===== config.mk =====
export PLATFORM = sky130hd
export DESIGN_NAME = rxq_buffer
export DESIGN_NICKNAME = d
export VERILOG_FILES = /design/src/rtl/rxq_pkg.sv /design/src/rtl/rxq_store.sv /design/src/rtl/rxq_idle_timer.sv /design/src/rtl/rxq_irq_unit.sv /design/src/rtl/rxq_buffer.sv
export SDC_FILE = /design/constraint.sdc
export NUM_CORES = 1
export LEC_CHECK = 0
export ABC_AREA = 1
export BUFFER_PORTS_ARGS = -buffer_cell sky130_fd_sc_hd__buf_2
export CELL_PAD_IN_SITES_DETAIL_PLACEMENT = 0
export CELL_PAD_IN_SITES_GLOBAL_PLACEMENT = 1
export CORE_MARGIN = 1
export CORE_UTILIZATION = 30
export CTS_CLUSTER_SIZE = 40
export DETAILED_ROUTE_END_ITERATION = 10
export MAX_ROUTING_LAYER = met4
export PLACE_DENSITY_LB_ADDON = 0.1
export RECOVER_POWER = 50
export SYNTH_ARGS = -nofsm -noshare
export SYNTH_HDL_FRONTEND = slang
export SYNTH_SLANG_ARGS = --single-unit

===== constraint.sdc =====
create_clock -name clk -period 2 [get_ports clk]
set_input_delay 0.4 -clock clk [delete_from_list [all_inputs] [get_ports clk]]
set_output_delay 0.4 -clock clk [all_outputs]
set_load 0.05 [all_outputs]

===== src/rtl/rxq_pkg.sv =====
package rxq_pkg;
  typedef struct packed {
    logic       frm;
    logic       par;
    logic       brk;
    logic [7:0] ch;
  } rxq_entry_t;

  localparam logic [1:0] ADDR_CTRL = 2'd0;
  localparam logic [1:0] ADDR_IRQ  = 2'd1;
  localparam logic [1:0] ADDR_DATA = 2'd2;

  localparam int CAUSE_OVR = 0;
  localparam int CAUSE_THR = 1;
  localparam int CAUSE_TMO = 2;
  localparam int N_CAUSE   = 3;
endpackage


===== src/rtl/rxq_store.sv =====
module rxq_store
  import rxq_pkg::*;
#(
  parameter int DEPTH = 16,
  localparam int CW = $clog2(DEPTH + 1),
  localparam int PW = (DEPTH > 1) ? $clog2(DEPTH) : 1
) (
  input  logic          clk,
  input  logic          rst_n,
  input  logic          flush,
  input  logic          put,
  input  logic          take,
  input  rxq_entry_t    put_entry,
  output rxq_entry_t    head,
  output logic [CW-1:0] level
);
  rxq_entry_t mem [DEPTH];
  logic [PW-1:0] wp, rp;

  function automatic logic [PW-1:0] bump(input logic [PW-1:0] p);
    return (p == PW'(DEPTH - 1)) ? '0 : p + 1'b1;
  endfunction

  always_ff @(posedge clk) begin
    if (put) mem[wp] <= put_entry;
  end

  always_ff @(posedge clk) begin
    if (!rst_n || flush) begin
      wp    <= '0;
      rp    <= '0;
      level <= '0;
    end else begin
      if (put)  wp <= bump(wp);
      if (take) rp <= bump(rp);
      case ({put, take})
        2'b10:   level <= level + 1'b1;
        2'b01:   level <= level - 1'b1;
        default: level <= level;
      endcase
    end
  end

  assign head = mem[rp];

  // a store never happens into a full queue without a pop
  p_put_has_room_r4: assert property (@(posedge clk) disable iff (!rst_n)
    (put && !take) |-> (level < CW'(DEPTH)));
  // a pop never happens on an empty queue
  p_take_not_empty_r3: assert property (@(posedge clk) disable iff (!rst_n)
    take |-> (level != '0));
  p_no_overflow_r4: assert property (@(posedge clk) disable iff (!rst_n)
    level <= CW'(DEPTH));
endmodule


===== src/rtl/rxq_idle_timer.sv =====
module rxq_idle_timer #(
  parameter int TMO_W = 4
) (
  input  logic             clk,
  input  logic             rst_n,
  input  logic             restart,
  input  logic             holding,
  input  logic             tick,
  input  logic [TMO_W-1:0] limit,
  output logic             expired
);
  logic [TMO_W-1:0] idle;

  always_ff @(posedge clk) begin
    if (!rst_n || restart)
      idle <= '0;
    else if (holding && tick && idle != '1)
      idle <= idle + 1'b1;
  end

  assign expired = holding && (limit != '0) && (idle >= limit);

  // timeout status only with data present
  p_expire_needs_data_r8: assert property (@(posedge clk) disable iff (!rst_n)
    expired |-> holding);
  // any push, pop or reset restarts the idle window
  p_restart_clears_r8: assert property (@(posedge clk) disable iff (!rst_n)
    restart |=> !expired);
endmodule


===== src/rtl/rxq_irq_unit.sv =====
module rxq_irq_unit
  import rxq_pkg::*;
(
  input  logic               clk,
  input  logic               rst_n,
  input  logic               flush,
  input  logic               drop,
  input  logic               level_hit,
  input  logic               expired,
  input  logic               mask_we,
  input  logic [N_CAUSE-1:0] mask_wdata,
  output logic [N_CAUSE-1:0] mask,
  output logic [N_CAUSE-1:0] status,
  output logic               irq
);
  logic ovr;

  always_ff @(posedge clk) begin
    if (!rst_n) begin
      ovr  <= 1'b0;
      mask <= '0;
    end else begin
      if (flush)     ovr <= 1'b0;
      else if (drop) ovr <= 1'b1;
      if (mask_we) mask <= mask_wdata;
    end
  end

  always_comb begin
    status            = '0;
    status[CAUSE_OVR] = ovr;
    status[CAUSE_THR] = level_hit;
    status[CAUSE_TMO] = expired;
  end

  assign irq = |(status & mask);

  // overrun is sticky until a queue reset
  p_overrun_sticky_r4: assert property (@(posedge clk) disable iff (!rst_n)
    (ovr && !flush) |=> ovr);
  // overrun rises only after a dropped character
  p_overrun_cause_r4: assert property (@(posedge clk) disable iff (!rst_n)
    $rose(ovr) |-> $past(drop));
  // an all-zero mask keeps the pin low
  p_masked_quiet_r10: assert property (@(posedge clk) disable iff (!rst_n)
    (mask == '0) |-> !irq);
endmodule


===== src/rtl/rxq_buffer.sv =====
module rxq_buffer
  import rxq_pkg::*;
#(
  parameter int DEPTH = 16,
  parameter int TMO_W = 4,
  localparam int CW   = $clog2(DEPTH + 1),
  localparam int WD_W = 2 + CW + TMO_W,
  localparam int RD_W = (WD_W > 12) ? WD_W : 12
) (
  input  logic            clk,
  input  logic            rst_n,
  input  logic            push_valid,
  output logic            push_ready,
  input  logic [7:0]      push_char,
  input  logic            push_brk,
  input  logic            push_par,
  input  logic            push_frm,
  input  logic            char_tick,
  input  logic            reg_wr,
  input  logic            reg_rd,
  input  logic [1:0]      reg_addr,
  input  logic [WD_W-1:0] reg_wdata,
  output logic [RD_W-1:0] reg_rdata,
  output logic            irq
);
  logic             rx_en;
  logic [CW-1:0]    thr_q;
  logic [TMO_W-1:0] tmo_q;
  logic [CW-1:0]    level;
  rxq_entry_t       head, in_entry;
  logic [N_CAUSE-1:0] mask, status;
  logic flush, push_acc, pop, full, put, drop, holding, expired;

  assign push_ready = rx_en;
  assign push_acc   = push_valid && rx_en;
  assign flush      = reg_wr && (reg_addr == ADDR_CTRL) && reg_wdata[1];
  assign holding    = (level != '0);
  assign full       = (level == CW'(DEPTH));
  assign pop        = reg_rd && (reg_addr == ADDR_DATA) && holding;
  assign put        = push_acc && !flush && (!full || pop);
  assign drop       = push_acc && !flush && full && !pop;
  assign in_entry   = '{frm: push_frm, par: push_par, brk: push_brk, ch: push_char};

  always_ff @(posedge clk) begin
    if (!rst_n) begin
      rx_en <= 1'b0;
      thr_q <= '0;
      tmo_q <= '0;
    end else if (reg_wr && reg_addr == ADDR_CTRL) begin
      rx_en <= reg_wdata[0];
      thr_q <= reg_wdata[2 +: CW];
      tmo_q <= reg_wdata[2 + CW +: TMO_W];
    end
  end

  rxq_store #(.DEPTH(DEPTH)) u_store (
    .clk(clk), .rst_n(rst_n), .flush(flush), .put(put), .take(pop),
    .put_entry(in_entry), .head(head), .level(level)
  );

  rxq_idle_timer #(.TMO_W(TMO_W)) u_timer (
    .clk(clk), .rst_n(rst_n), .restart(push_acc || pop || flush),
    .holding(holding), .tick(char_tick), .limit(tmo_q), .expired(expired)
  );

  rxq_irq_unit u_irq (
    .clk(clk), .rst_n(rst_n), .flush(flush), .drop(drop),
    .level_hit(level > thr_q), .expired(expired),
    .mask_we(reg_wr && reg_addr == ADDR_IRQ),
    .mask_wdata(reg_wdata[N_CAUSE-1:0]),
    .mask(mask), .status(status), .irq(irq)
  );

  always_comb begin
    case (reg_addr)
      ADDR_CTRL: reg_rdata = RD_W'({tmo_q, thr_q, 1'b0, rx_en});
      ADDR_IRQ:  reg_rdata = RD_W'({holding, status, 5'b0, mask});
      ADDR_DATA: reg_rdata = holding ?
                   RD_W'({head.frm, head.par, head.brk, 1'b1, head.ch}) : '0;
      default:   reg_rdata = '0;
    endcase
  end

  // with receive disabled and no register traffic, the level holds
  p_disabled_hold_r6: assert property (@(posedge clk) disable iff (!rst_n)
    (!push_ready && !pop && !flush) |=> $stable(level));
  // a queue reset leaves the queue empty on the next cycle
  p_flush_empties_r5: assert property (@(posedge clk) disable iff (!rst_n)
    flush |=> (level == '0));
  // a pop with no store lowers the level by one
  p_pop_lowers_r2: assert property (@(posedge clk) disable iff (!rst_n)
    (pop && !put) |=> (level == $past(level) - 1'b1));
endmodule


==> impl_metrics.py, run 1 <==
metrics = {
    "timing": {
        "max_freq_mhz": 378,
        "maxSlewHeadroom_pct": 45.2,
        "hold_viol": 0,
        "period_needed_ps": 2640,
        "fin_skew_ps": 14.4,
        "rsz0062_at_grt": "yes",
        "setup_viol": 63,
        "min_period_over_period_pct": 132,
        "worst_pin_slew_ps": 822,
        "setup_ws_ps": -643,
        "slew_violations": 0,
    },
    "power_and_ir_drop": {
        "p_leak_nw": 4.40,
        "clkPwrFrac_pct": 45.5,
        "sw_frac_of_total_pct": 22.9,
        "p_per_area_mw_per_mm2": 875,
        "p_seq_share_pct": 45.4,
        "combPwrFrac_pct": 9.2,
        "vdd_drop_max_v": 0.000571,
        "internal_power_mw": 8.20,
        "power_switching_mw": 2.43,
    },
    "synth": {
        "synth_nets": 833,
        "synth.avg_cell_area_sq_um": 11.4,
        "synth_area_sq_mm": 0.00893,
        "synth-seq-area-share_pct": 67.0,
        "ys_ff_latch": 211,
        "yosysUniqueCellTypes": 37,
        "synth_cells": 786,
        "ys_warn_count": 0,
    },
    "final_layout": {
        "seqCellArea_sq_mm": 0.00600,
        "num-fill-cells": 2777,
        "mostFrequentLayoutCells": "176 x edfxtp_1, 127 x nor2_1, 74 x o21ai_0, 64 x buf_4, 50 x nand2_1",
        "nets": 979,
        "syn2layout_area_growth_pct": 36.0,
        "drive_above_1_share_pct": 31.0,
        "multi_input_area_sq_mm": 0.00297,
        "final_common_cell": "edfxtp_1",
        "final_core_util_pct": 41.9,
    },
    "die": {
        "ios": 44,
        "dieArea_sq_mm": 0.0305,
        "start_util_pct": 30.8,
        "rows": 62,
        "die_x_microns": 175,
        "core_area_sq_mm": 0.0290,
        "die_y_microns": 175,
    },
    "worst_setup_path": {
        "critPathKind": "flop to output pin",
        "cpMostUsedCell": "o211ai_1",
        "start_kind": "flop",
        "critical_path.max_fanout": 11,
        "crit_end": "reg_rdata[2]",
        "crit_path_top_delay_cell": "dfxtp_4",
        "r2r.worst_path.cells": 14,
        "cp_cell_sequence": "inv_8 > buf_12 > buf_6 > o21ai_2 > o22ai_2 > o211ai_1 > nand2_2 > nand2_1 > o211ai_1 > buf_4",
        "cp.required_ps": 1600,
        "slowest_delay_ps": 440,
        "arrival_ps": 2240,
        "r2r_slack_ps": -120,
        "end_kind": "output pin",
        "r2r-end": "u_store.level[4]",
        "worstReg2RegStart": "u_store.level[3]",
    },
    "detailed_routing": {
        "wire_per_inst_microns": 20.1,
        "routed_wl_mm": 26.8,
        "vias_per_cell": 4.91,
        "num_vias": 6555,
        "drt_iter0_markers": 613,
        "drcViolationCount": 0,
        "first_pass_iters": 5,
        "antenna_left": 0,
    },
    "run_status": {
        "status": "complete, but fails checks",
        "violations": "negative setup slack",
    },
    "grt": {
        "grt_pass1_vias": 6580,
        "grt_pass1_wl_mm": 40.3,
        "grt_usage_pct": 18.1,
        "antenna_found_initial": 1,
        "grt_start_max_net_pins": 21,
        "grt-ovfl-total": 0,
    },
    "min_path": {
        "min_path_cells": 3,
        "hold_class": "primary input to flop",
    },
    "clocking": {
        "clk_pin_slew_worst_paths_ps": 60,
        "cts_buffers": 25,
        "cts_tree": "done",
        "worstSkewPairLatency_ps": 530,
        "clock-sinks": 211,
        "cts.path.max_buffers": 3,
        "htreeDepth": 1,
        "root_buffer": "clkbuf_16",
    },
    "place": {
        "portBuffers": 43,
        "place_congestion": 0.817,
        "pre_cts_ws_ps": -317,
        "dp_hpwl_mm": 17.5,
    },
    "run": {
        "cap_violations": 0,
    },
}
==> cell usage after synthesis <==
master,instances,share of area (%)
a211oi_1,1,0.084
a21oi_1,24,1.3
a21oi_2,1,0.098
buf_1,2,0.084
buf_2,5,0.28
buf_4,4,0.34
clkbuf_1,24,1.0
dfxtp_1,35,7.8
edfxtp_1,176,59
ha_1,17,2.4
inv_1,49,2.1
inv_2,3,0.13
inv_4,3,0.21
mux2i_1,1,0.11
nand2_1,62,2.6
nand2_2,2,0.14
nand2_4,4,0.50
nand3_1,14,0.78
nand3_2,2,0.22
nand3_4,1,0.20
nand4_1,4,0.28
nand4_2,1,0.14
nor2_1,141,5.9
nor2_2,2,0.14
nor2_4,3,0.38
nor2_8,2,0.45
nor3_1,3,0.17
o211ai_1,11,0.93
o21ai_0,127,7.1
o21ai_1,3,0.17
o221a_2,1,0.13
o221ai_1,12,1.2
o22ai_1,39,2.7
o32ai_1,1,0.098
or2_2,2,0.14
xnor2_1,3,0.29
xor2_1,1,0.098
==> state kept, by name (all words and copies together), names as in the netlist, named ones only <==
name and flops:
u_store.mem 176, thr_q 5, u_store.level 5, tmo_q 4, u_store.rp 4, u_store.wp 4, u_timer.idle 4, u_irq.mask 3
push_ready 1, u_irq.ovr 1
==> worst min path at each step <==
stage	from	to	slack (ps)
5_1_grt	reg_wdata[10]	tmo_q[3]	150
6_report	reg_wdata[10]	tmo_q[3]	150
3_3_place_gp	u_store.rp[2]	u_store.rp[2]	470
3_5_place_dp	u_store.rp[2]	u_store.rp[2]	480
2_1_floorplan	u_store.rp[2]	flop	450
4_1_cts	reg_wdata[8]	tmo_q[1]	140
==> power groups by stage <==
stage / Combinational [mW] / Clock [mW] / Sequential [mW]
floorplan: 0.443 / 0 / 4.91
global placement: 0.793 / 0 / 4.91
detailed placement: 0.803 / 0 / 4.91
CTS: 0.937 / 4.92 / 4.82
global route: 1.06 / 5.10 / 4.82
finish: 0.976 / 4.83 / 4.82
==> worst max-delay path, delay by kind of cell (launching register included) <==
family,cells,cell delay [ps]
buffers and inverters,4,560
AOI/OAI and AO/OA,4,510
DFF,1,440
and+or+nand+nor,2,200
==> cells by family (layout without fill, tap and decap cells) <==
family                   Yosys count  after routing  synth area share (%)
multiplexers                       1              1                 0.112
buffers and inverters             90            255                  4.11
flip-flops                       211            211                  67.0
other                              0              1                     0
AND/OR/NAND/NOR                  243            243                  12.1
adder cells (fa/ha/maj)           17             17                  2.38
XOR/XNOR                           4              4                 0.393
AO/OA/AOI/OAI                    220            220                  13.9
==> metal layers <==
layer,part of all wire [%],vias up,global-route usage (%)
met5,0,-,-
li1,-,3135,-
met4,2.3,0,4.35
met1,47,3226,24.9
met3,4.7,43,2.43
met2,46,151,28.3
==> through the flow <==
| stage | area (sq um) | total power [mW] | hold WS (ps) | TNS [ps] | std cells |
|---|---|---|---|---|---|
| 3_5_place_dp | 10500 | 5.71 | 478 | -4490 | 1275 |
| 5_1_grt | 12100 | 11.0 | 148 | -35260 | 1336 |
| 3_3_place_gp | 10500 | 5.70 | 473 | -3580 | 1275 |
| 6_report | 12100 | 10.6 | 150 | -9860 | 1336 |
| 4_1_cts | 11900 | 10.7 | 137 | -8080 | 1333 |
| 2_1_floorplan | 9010 | 5.35 | 454 | -304 | 786 |
==> final cells by class <==
| type | instances | share of cell area [%] |
|---|---|---|
| Multi-Input combinational cell | 485 | 24.4 |
| Tap cell | 384 | 3.96 |
| Clock inverter | 15 | 1.67 |
| Antenna cell | 1 | 0.0206 |
| Inverter | 55 | 1.82 |
| Timing Repair Buffer | 154 | 13.2 |
| Clock buffer | 31 | 5.50 |
| Sequential cell | 211 | 49.4 |
==> repair_timing <==
item | 4_1_cts | 5_1_grt
endpoints found under the hold margin | 0 | 0
buffers inserted | 6 | 2
hold buffers | 0 | 0
gates resized for setup | 104 | 92
setup endpoints to repair | 15 | 17
cloned | 6 | 3
pin swaps | 51 | 62
Note: power is estimated with default switching activity, not from simulation.
==> run 2: changes to the inputs <==
Settings changed: CORE_MARGIN 1 to default, RECOVER_POWER 50 to default.
==> impl_metrics.py, run 2 (synthesis gave the netlist of run 1 again) <==
metrics = {
    "final_layout": {
        "drive_above_1_share_pct": 33.0,
        "reg_top3": "u_store.mem (176), thr_q (5), u_store.level (5)",
        "top_register": "u_store.mem",
        "fin_area_sq_mm": 0.0122,
        "mostFrequentLayoutCells": "176 x edfxtp_1, 124 x nor2_1, 74 x o21ai_0, 66 x buf_4, 50 x nand2_1",
        "syn2layout_area_growth_pct": 36.5,
        "nets": 979,
        "final_common_cell": "edfxtp_1",
        "largest_reg_flops": 176,
    },
    "timing": {
        "worst_pin_slew_ps": 535,
        "slew_violations": 0,
        "max_freq_mhz": 376,
        "setup_viol": 15,
        "period_needed_ps": 2660,
        "holdWs_ps": 148,
        "rsz0062_at_grt": "yes",
        "setup_ws_ps": -658,
        "maxSlewHeadroom_pct": 64.2,
        "hold_viol": 0,
        "min_period_over_period_pct": 133,
        "fin_skew_ps": 15.3,
    },
    "die": {
        "dieArea_sq_mm": 0.0305,
        "rows": 62,
        "die_x_microns": 175,
        "start_util_pct": 30.8,
        "core_area_sq_mm": 0.0290,
        "die_y_microns": 175,
        "ios": 44,
    },
    "worst_setup_path": {
        "arrival_ps": 2260,
        "critical_path.max_fanout": 11,
        "start_kind": "flop",
        "cp.required_ps": 1600,
        "end_kind": "output pin",
        "critPathKind": "flop to output pin",
    },
    "detailed_routing": {
        "routed_wl_mm": 26.8,
        "drcViolationCount": 0,
        "drt_iter0_markers": 603,
        "first_pass_iters": 5,
        "num_vias": 6583,
        "wire_per_inst_microns": 20.1,
        "vias_per_cell": 4.93,
        "antenna_left": 0,
    },
    "grt": {
        "grt_pass1_vias": 6580,
        "grt_usage_pct": 18.1,
        "grt_pass1_wl_mm": 40.3,
        "antenna_found_initial": 1,
        "grt-ovfl-total": 0,
        "grt_start_max_net_pins": 21,
    },
    "place": {
        "place_congestion": 0.817,
        "place_area_sq_mm": 0.0105,
        "pre_cts_ws_ps": -317,
        "dp_hpwl_mm": 17.5,
        "portBuffers": 43,
    },
    "clocking": {
        "cts.path.max_buffers": 3,
        "root_buffer": "clkbuf_16",
        "cts_tree": "done",
        "cts_buffers": 25,
        "htreeDepth": 1,
        "cts_hold_buf": 0,
        "clk_pin_slew_worst_paths_ps": 60,
        "clock-sinks": 211,
        "worstSkewPairLatency_ps": 530,
    },
    "power_and_ir_drop": {
        "p_leak_nw": 4.44,
        "p_per_area_mw_per_mm2": 873,
        "vdd_drop_max_v": 0.000573,
    },
    "run_status": {
        "violations": "negative setup slack",
        "status": "complete, but fails checks",
    },
    "run": {
        "cap_violations": 0,
    },
    "min_path": {
        "hold_class": "primary input to flop",
    },
}
## run 2: timing repair
item                       CTS  global route
setup endpoints to repair   15            17
gates resized for setup    104            92
pin swaps                   51            62
cloned                       6             3
setup buffers                6             2
## run 2: layout make-up
type / count / area, sq um
diodes: 1 / 2.50
clock buffers: 31 / 668
clock inverters: 15 / 203
fillers: 2765 / 16800
inverters: 55 / 221
multi-input cells: 485 / 2990
flip-flops and latches: 211 / 6000
well taps: 384 / 480
repair buffers: 154 / 1630
## run 2: worst paths after layout
kind / startpoint / end / slack, ps / cells after the start
worst max register to register: u_store.level[3] / u_store.level[4] / -100 / 14
worst min register to register: u_store.rp[2] / flop / 500 / 2
worst max-delay path: flop / reg_rdata[2] / -660 / 10
worst min-delay path: reg_wdata[10] / tmo_q[3] / 150 / 3
## run 2: per-stage QoR
stage | TNS (ps) | power (mW) | util [%] | instances
detailed placement | -4490 | 5.71 | 36.2 | 1275
global placement | -3580 | 5.70 | 36.2 | 1275
floorplan | -304 | 5.35 | - | 786
finish | -7420 | 10.6 | 42.0 | 1336
global route | -9010 | 11.0 | 42.0 | 1336
CTS | -8080 | 10.7 | 41.0 | 1333
## run 2: per-layer routing
layer,wire length (microns),track usage (%)
met2,12300,28.3
met3,1160,2.43
met4,624,4.35
met5,0,-
met1,12700,24.9
## run 2: critical path, stage by stage, from the launching register on
cell	delay, ps
dfxtp_4	440
inv_8	70
buf_12	150
buf_6	130
o21ai_2	110
o22ai_2	90
o211ai_1	210
nand2_2	120
nand2_1	80
o211ai_1	100
buf_4	210
## run 2: report_power, final
part | total (mW) | switching, mW | internal (mW)
Clock | 4.83 | 1.83 | 3.00
Sequential | 4.82 | 0.0297 | 4.79
Combinational | 0.986 | 0.577 | 0.410
Total | 10.6 | 2.44 | 8.20
